`config.mk`:
```
export PLATFORM = sky130hd
export DESIGN_NAME = pair_issuer
export DESIGN_NICKNAME = d
export VERILOG_FILES = /design/src/rtl/pair_issue_pkg.sv /design/src/rtl/reg_match.sv /design/src/rtl/load_shadow.sv /design/src/rtl/pair_hold.sv /design/src/rtl/pair_issuer.sv
export SDC_FILE = /design/constraint.sdc
export NUM_CORES = 1
export LEC_CHECK = 0
export CORE_UTILIZATION = 30
export DETAILED_ROUTE_END_ITERATION = 12
export PLACE_DENSITY = 0.71
export SYNTH_ARGS = -nofsm -noshare
export SYNTH_HDL_FRONTEND = slang
export SYNTH_SLANG_ARGS = --single-unit
```
`constraint.sdc`:
```
create_clock -name clk -period 5.9 [get_ports clk]
set_input_delay 1.77 -clock clk [delete_from_list [all_inputs] [get_ports clk]]
set_output_delay 1.77 -clock clk [all_outputs]
set_load 0.005 [all_outputs]
```
`src/rtl/pair_issue_pkg.sv`:
```
package pair_issue_pkg;

    typedef enum logic [1:0] {
        CLS_NONE = 2'd0,
        CLS_INT  = 2'd1,
        CLS_FP   = 2'd2,
        CLS_RSVD = 2'd3
    } cls_e;

    typedef struct packed {
        logic go_l;
        logic go_r;
        logic adv;
    } issue_t;

    function automatic logic cls_empty(input cls_e c);
        return (c == CLS_NONE) || (c == CLS_RSVD);
    endfunction

    function automatic logic pipe_ready(input cls_e c, input logic ibusy, input logic fbusy);
        case (c)
            CLS_INT: return !ibusy;
            CLS_FP:  return !fbusy;
            default: return 1'b0;
        endcase
    endfunction

    function automatic logic swapped(input cls_e lc, input cls_e rc);
        return (lc == CLS_FP) || (rc == CLS_INT);
    endfunction

endpackage

```
`src/rtl/reg_match.sv`:
```
module reg_match #(
    parameter int REG_W = 6
) (
    input  logic             a_en,
    input  logic [REG_W-1:0] a_id,
    input  logic             b_en,
    input  logic [REG_W-1:0] b_id,
    input  logic             ref_en,
    input  logic [REG_W-1:0] ref_id,
    output logic             hit
);
    always_comb begin
        hit = ref_en && ((a_en && (a_id == ref_id)) || (b_en && (b_id == ref_id)));
    end
endmodule

```
`src/rtl/load_shadow.sv`:
```
module load_shadow #(
    parameter int REG_W = 6
) (
    input  logic             clk,
    input  logic             rst,
    input  logic             fire,
    input  logic [REG_W-1:0] fire_id,
    output logic             sh_v,
    output logic [REG_W-1:0] sh_id
);
    always_ff @(posedge clk) begin
        if (rst) begin
            sh_v  <= 1'b0;
            sh_id <= '0;
        end else begin
            sh_v <= fire;
            if (fire) begin
                sh_id <= fire_id;
            end
        end
    end
endmodule

```
`src/rtl/pair_hold.sv`:
```
module pair_hold (
    input  logic clk,
    input  logic rst,
    input  logic left_go,
    input  logic adv,
    output logic held_q
);
    always_ff @(posedge clk) begin
        if (rst) begin
            held_q <= 1'b0;
        end else if (adv) begin
            held_q <= 1'b0;
        end else if (left_go) begin
            held_q <= 1'b1;
        end
    end
endmodule

```
`src/rtl/pair_issuer.sv`:
```
module pair_issuer
    import pair_issue_pkg::*;
#(
    parameter int IDX_W = 5
) (
    input  logic           clk,
    input  logic           rst,
    input  logic           pkt_valid,
    input  logic [1:0]     l_cls,
    input  logic           l_load,
    input  logic           l_dst_en,
    input  logic [IDX_W:0] l_dst,
    input  logic           l_sa_en,
    input  logic [IDX_W:0] l_sa,
    input  logic           l_sb_en,
    input  logic [IDX_W:0] l_sb,
    input  logic [1:0]     r_cls,
    input  logic           r_load,
    input  logic           r_dst_en,
    input  logic [IDX_W:0] r_dst,
    input  logic           r_sa_en,
    input  logic [IDX_W:0] r_sa,
    input  logic           r_sb_en,
    input  logic [IDX_W:0] r_sb,
    input  logic           int_busy,
    input  logic           fp_busy,
    output logic           iss_l,
    output logic           iss_r,
    output logic           pkt_adv
);
    localparam int REG_W  = IDX_W + 1;
    localparam int NSLOT  = 2;

    cls_e lc, rc;
    logic l_empty, r_empty, single_mode;
    logic held_q;
    logic sh_v;
    logic [REG_W-1:0] sh_id;
    logic [NSLOT-1:0] sh_hit;
    logic raw_hit;
    logic l_ld, r_ld;
    logic ld_fire;
    logic [REG_W-1:0] ld_id;
    issue_t dec;

    logic [NSLOT-1:0] s_a_en, s_b_en;
    logic [REG_W-1:0] s_a [NSLOT];
    logic [REG_W-1:0] s_b [NSLOT];

    assign lc = cls_e'(l_cls);
    assign rc = cls_e'(r_cls);
    assign l_empty = cls_empty(lc);
    assign r_empty = cls_empty(rc);
    assign single_mode = swapped(lc, rc);

    assign s_a_en = {r_sa_en, l_sa_en};
    assign s_b_en = {r_sb_en, l_sb_en};
    assign s_a[0] = l_sa;
    assign s_a[1] = r_sa;
    assign s_b[0] = l_sb;
    assign s_b[1] = r_sb;

    // one comparator per position against the pending load destination
    for (genvar g = 0; g < NSLOT; g++) begin : g_shadow_cmp
        reg_match #(.REG_W(REG_W)) u_cmp (
            .a_en   (s_a_en[g]),
            .a_id   (s_a[g]),
            .b_en   (s_b_en[g]),
            .b_id   (s_b[g]),
            .ref_en (sh_v),
            .ref_id (sh_id),
            .hit    (sh_hit[g])
        );
    end

    // right sources against left destination, same cycle
    reg_match #(.REG_W(REG_W)) u_raw (
        .a_en   (r_sa_en),
        .a_id   (r_sa),
        .b_en   (r_sb_en),
        .b_id   (r_sb),
        .ref_en (l_dst_en),
        .ref_id (l_dst),
        .hit    (raw_hit)
    );

    pair_hold u_hold (
        .clk     (clk),
        .rst     (rst),
        .left_go (dec.go_l),
        .adv     (dec.adv),
        .held_q  (held_q)
    );

    always_comb begin
        logic left_clear;
        dec.go_l = pkt_valid && !held_q && !l_empty
                   && pipe_ready(lc, int_busy, fp_busy) && !sh_hit[0];
        left_clear = held_q || l_empty || (dec.go_l && !single_mode);
        dec.go_r = pkt_valid && !r_empty && left_clear
                   && pipe_ready(rc, int_busy, fp_busy) && !sh_hit[1]
                   && !(dec.go_l && raw_hit);
        dec.adv  = pkt_valid && (held_q || l_empty || dec.go_l)
                   && (r_empty || dec.go_r);
    end

    assign l_ld    = dec.go_l && (lc == CLS_INT) && l_load && l_dst_en;
    assign r_ld    = dec.go_r && (rc == CLS_INT) && r_load && r_dst_en;
    assign ld_fire = l_ld || r_ld;
    assign ld_id   = r_ld ? r_dst : l_dst;

    load_shadow #(.REG_W(REG_W)) u_shadow (
        .clk     (clk),
        .rst     (rst),
        .fire    (ld_fire),
        .fire_id (ld_id),
        .sh_v    (sh_v),
        .sh_id   (sh_id)
    );

    assign iss_l   = dec.go_l;
    assign iss_r   = dec.go_r;
    assign pkt_adv = dec.adv;

    a_r3_right_follows_left: assert property (@(posedge clk) disable iff (rst)
        (iss_r && !l_empty) |-> (iss_l || held_q));

    a_r4_no_left_repeat: assert property (@(posedge clk) disable iff (rst)
        (iss_l && !pkt_adv) |=> !iss_l);

    a_r5_adv_needs_valid: assert property (@(posedge clk) disable iff (rst)
        pkt_adv |-> pkt_valid);

    a_r6_swapped_single: assert property (@(posedge clk) disable iff (rst)
        (l_cls == 2'd2 || r_cls == 2'd1) |-> !(iss_l && iss_r));

    a_r7_no_pair_raw: assert property (@(posedge clk) disable iff (rst)
        (iss_l && iss_r && l_dst_en) |->
        !((r_sa_en && r_sa == l_dst) || (r_sb_en && r_sb == l_dst)));

    a_r8_load_gap: assert property (@(posedge clk) disable iff (rst)
        (iss_l && l_cls == 2'd1 && l_load && l_dst_en) |=>
        !(iss_r && ((r_sa_en && r_sa == $past(l_dst)) || (r_sb_en && r_sb == $past(l_dst)))));

    a_r2_int_pipe_free: assert property (@(posedge clk) disable iff (rst)
        (iss_l && l_cls == 2'd1) |-> !int_busy);

    a_r10_fp_pipe_free: assert property (@(posedge clk) disable iff (rst)
        (iss_r && r_cls == 2'd2) |-> !fp_busy);

endmodule

```
==> results.ini <==
[outcome]
status = completed

[routing]
dr_total_vias = 1041
via_per_inst = 4.78
drt_iter0_markers = 17
ant_nets = 0
post_drt_wl_per_cell_um = 14.5
firstDrtPassIters = 4
totalWireLength_um = 3170
post-route-drc-count = 0

[die]
coreArea_um2 = 3390
die_y_um = 62.1
start_util_pct = 32.0
io_pins = 56
fp-row-count = 21
dieWidth_um = 62.1
design.die.area_um2 = 3860

[grt]
grt_pass1_wl_um = 5180
first_global_vias = 1059
overflow = 0
antenna_found_initial = 0
grt_start_max_net_pins = 15
grtUsageTotal_pct = 16.9

[sta]
final_hold_viol_count = 0
clock-skew-final_ns = 0.0115
finalSetupTns_ns = 0
timing.slew.headroom_pct = 74.0
maxSlewViolCount = 0
finalCritPeriodShare_pct = 98.6
finalSetupViolCount = 0
fmax_mhz = 172
worst_pin_slew_ns = 0.386
period_needed_ns = 5.82
rsz0062_at_grt = no

[worst_setup_path]
worstPathArrival_ns = 4.05
end_kind = output port
worstSetupPathType = input port to output port
cp.required_ns = 4.13
cp_max_fo = 3
startpoint_type = input port

[flow_run]
cap_viol_max_count = 0

[synth]
synth_seq_area_share_pct = 14.8
synth_nets = 177
avgSynthCellArea_um2 = 9.04
yosysTopAreaCell = xnor2_1
synth.distinct_cells = 34
synth_edf_count = 0
netlist_instances = 120
async_flop_share_pct = 0
synth_area_um2 = 1080
synth_top_area_share_pct = 15.3
synth-seq-cells = 8
synthTopCellsByCount = xnor2_1 (19), xor2_1 (16), inv_1 (9)
synth.most_common_cell = xnor2_1
yosys_warnings = 0
ys.flop_type = dfxtp_1
synth_area_leaders = xnor2_1 (15%), dfxtp_1 (15%), xor2_1 (13%)

[clocking]
tritoncts = built
cts_buffer_depth = 2
cts_made_buffers = 3
cts_setup_buffers = 0
htreeDepth = 1
cts.clk_slew.worst_paths_ns = 0.06
clkSinkCount = 8
cts-root-buf = clkbuf_4
clk_latency_ns = 0.25

[pwr]
leakagePower_nw = 0.651
powerDensity_nw_per_um2 = 105
irDropWorstVdd_mv = 0.0423

[layout]
num_antenna_cells = 0
area_delta_synth_final_pct = 52.6
multi_input_area_um2 = 823
final_cell_area_um2 = 1660
nets = 231
drive_above_1_share_pct = 9.88
register_area_um2 = 160
fill_cells = 324

[placement]
dp_hpwl_um = 2710
place_congestion = 0.827
port_buffers = 55
place_area_um2 = 1630

[min_path]
hp-class = register to register

[sequential cells by signal, summed over array words and instances (netlist names)]
| signal | cells |
|---|---|
| u_shadow.sh_id | 6 |
| u_hold.held_q | 1 |
| u_shadow.sh_v | 1 |
[worst max-delay path, cell delays in order]
cell	delay [ns]
clkdlybuf4s50_1	0.49
xor2_1	0.18
nor4_1	0.32
nand4_1	0.14
and4_4	0.21
o211a_1	0.21
o221a_2	0.26
clkdlybuf4s50_1	0.46
[metrics by stage]
step	setup WS [ns]	std cells	power, W	hold WS [ns]	util, %
3_3_place_gp	0.129	215	0.000133	0.496	48.0
5_1_grt	0.0141	218	0.000186	0.559	48.8
4_1_cts	0.0401	218	0.000175	0.521	48.7
2_1_floorplan	1.21	120	0.0000858	0.479	-
6_report	0.0826	218	0.000174	0.524	48.8
3_5_place_dp	0.0444	215	0.000134	0.507	48.0
[cell families after synthesis]
kind of cell | count (synthesis) | share of synthesized area, %
compound gates | 14 | 10.1
fa+ha+maj | 4 | 4.61
xor+xnor | 36 | 29.8
mux | 6 | 5.54
simple gates | 36 | 25.3
flops | 8 | 14.8
buf+inv | 16 | 9.92
[cell type report]
| class | instances | share of cell area, % |
|---|---|---|
| Clock buffer | 3 | 1.36 |
| Inverter | 9 | 2.04 |
| Multi-Input combinational cell | 96 | 49.7 |
| Sequential cell | 8 | 9.67 |
| Tap cell | 46 | 3.48 |
| Timing Repair Buffer | 56 | 33.7 |
[power by group]
| part | internal (W) | total (W) | switching (W) | leakage (nW) |
|---|---|---|---|---|
| sequential | 0.0000546 | 0.0000551 | 0.000000489 | 0.0645 |
| clock | 0.0000231 | 0.0000398 | 0.0000167 | 0.0138 |
| combinational | 0.0000489 | 0.0000793 | 0.0000304 | 0.573 |
[final timing paths]
check	start	to	slack (ns)	depth (start not counted)
max	l_dst[3]	pkt_adv	0.08	8
max reg2reg	u_shadow.sh_id[1]	u_shadow.sh_id[4]	3.81	8
min reg2reg	u_hold.held_q	u_hold.held_q	0.52	2
min	u_hold.held_q	u_hold.held_q	0.52	2
[routing by layer]
metal | GRT usage [%] | part of all wire, % | vias to the layer above
met2 | 29.5 | 47 | 41
met5 | 0 | 0 | -
li1 | - | - | 533
met4 | 4.36 | 0.44 | 0
met1 | 21.2 | 46 | 465
met3 | 2.94 | 6.4 | 2
[timing repair]
action                     4_1_cts  5_1_grt
gates resized for setup          0        1
setup endpoints to repair        0        1
hold buffers                     0        0
hold endpoints to repair         0        0
[cell usage in the layout (no fill, tap or decap)]
cell             Yosys  layout
o221a_2              1       1
clkdlybuf4s50_1      0      55
nand4_4              1       1
nor3_2               1       1
a21oi_1              1       1
ha_1                 4       4
o21ai_1              1       1
or4b_1               6       6
nor2_2               1       1
o22ai_1              2       2
or2_2                1       1
xnor2_1             19      19
nor4_2               3       4
and4_4               1       1
a21oi_4              1       1
xor2_1              16      16
nand4_1              4       4
buf_4                1       1
o21ai_0              1       1
mux2i_1              6       6
nor2_1               1       1
and3_2               1       1
nor3_1               1       1
and3b_1              1       1
inv_1                9       9
o211a_1              1       1
nor4_1               4       3
nand3_1              5       5
dfxtp_1              8       8
o31ai_1              6       6
nand2_1              4       4
clkbuf_4             0       3
xnor2_2              1       1
nor2b_1              1       1
No activity file was read; power rests on OpenSTA's default activity.
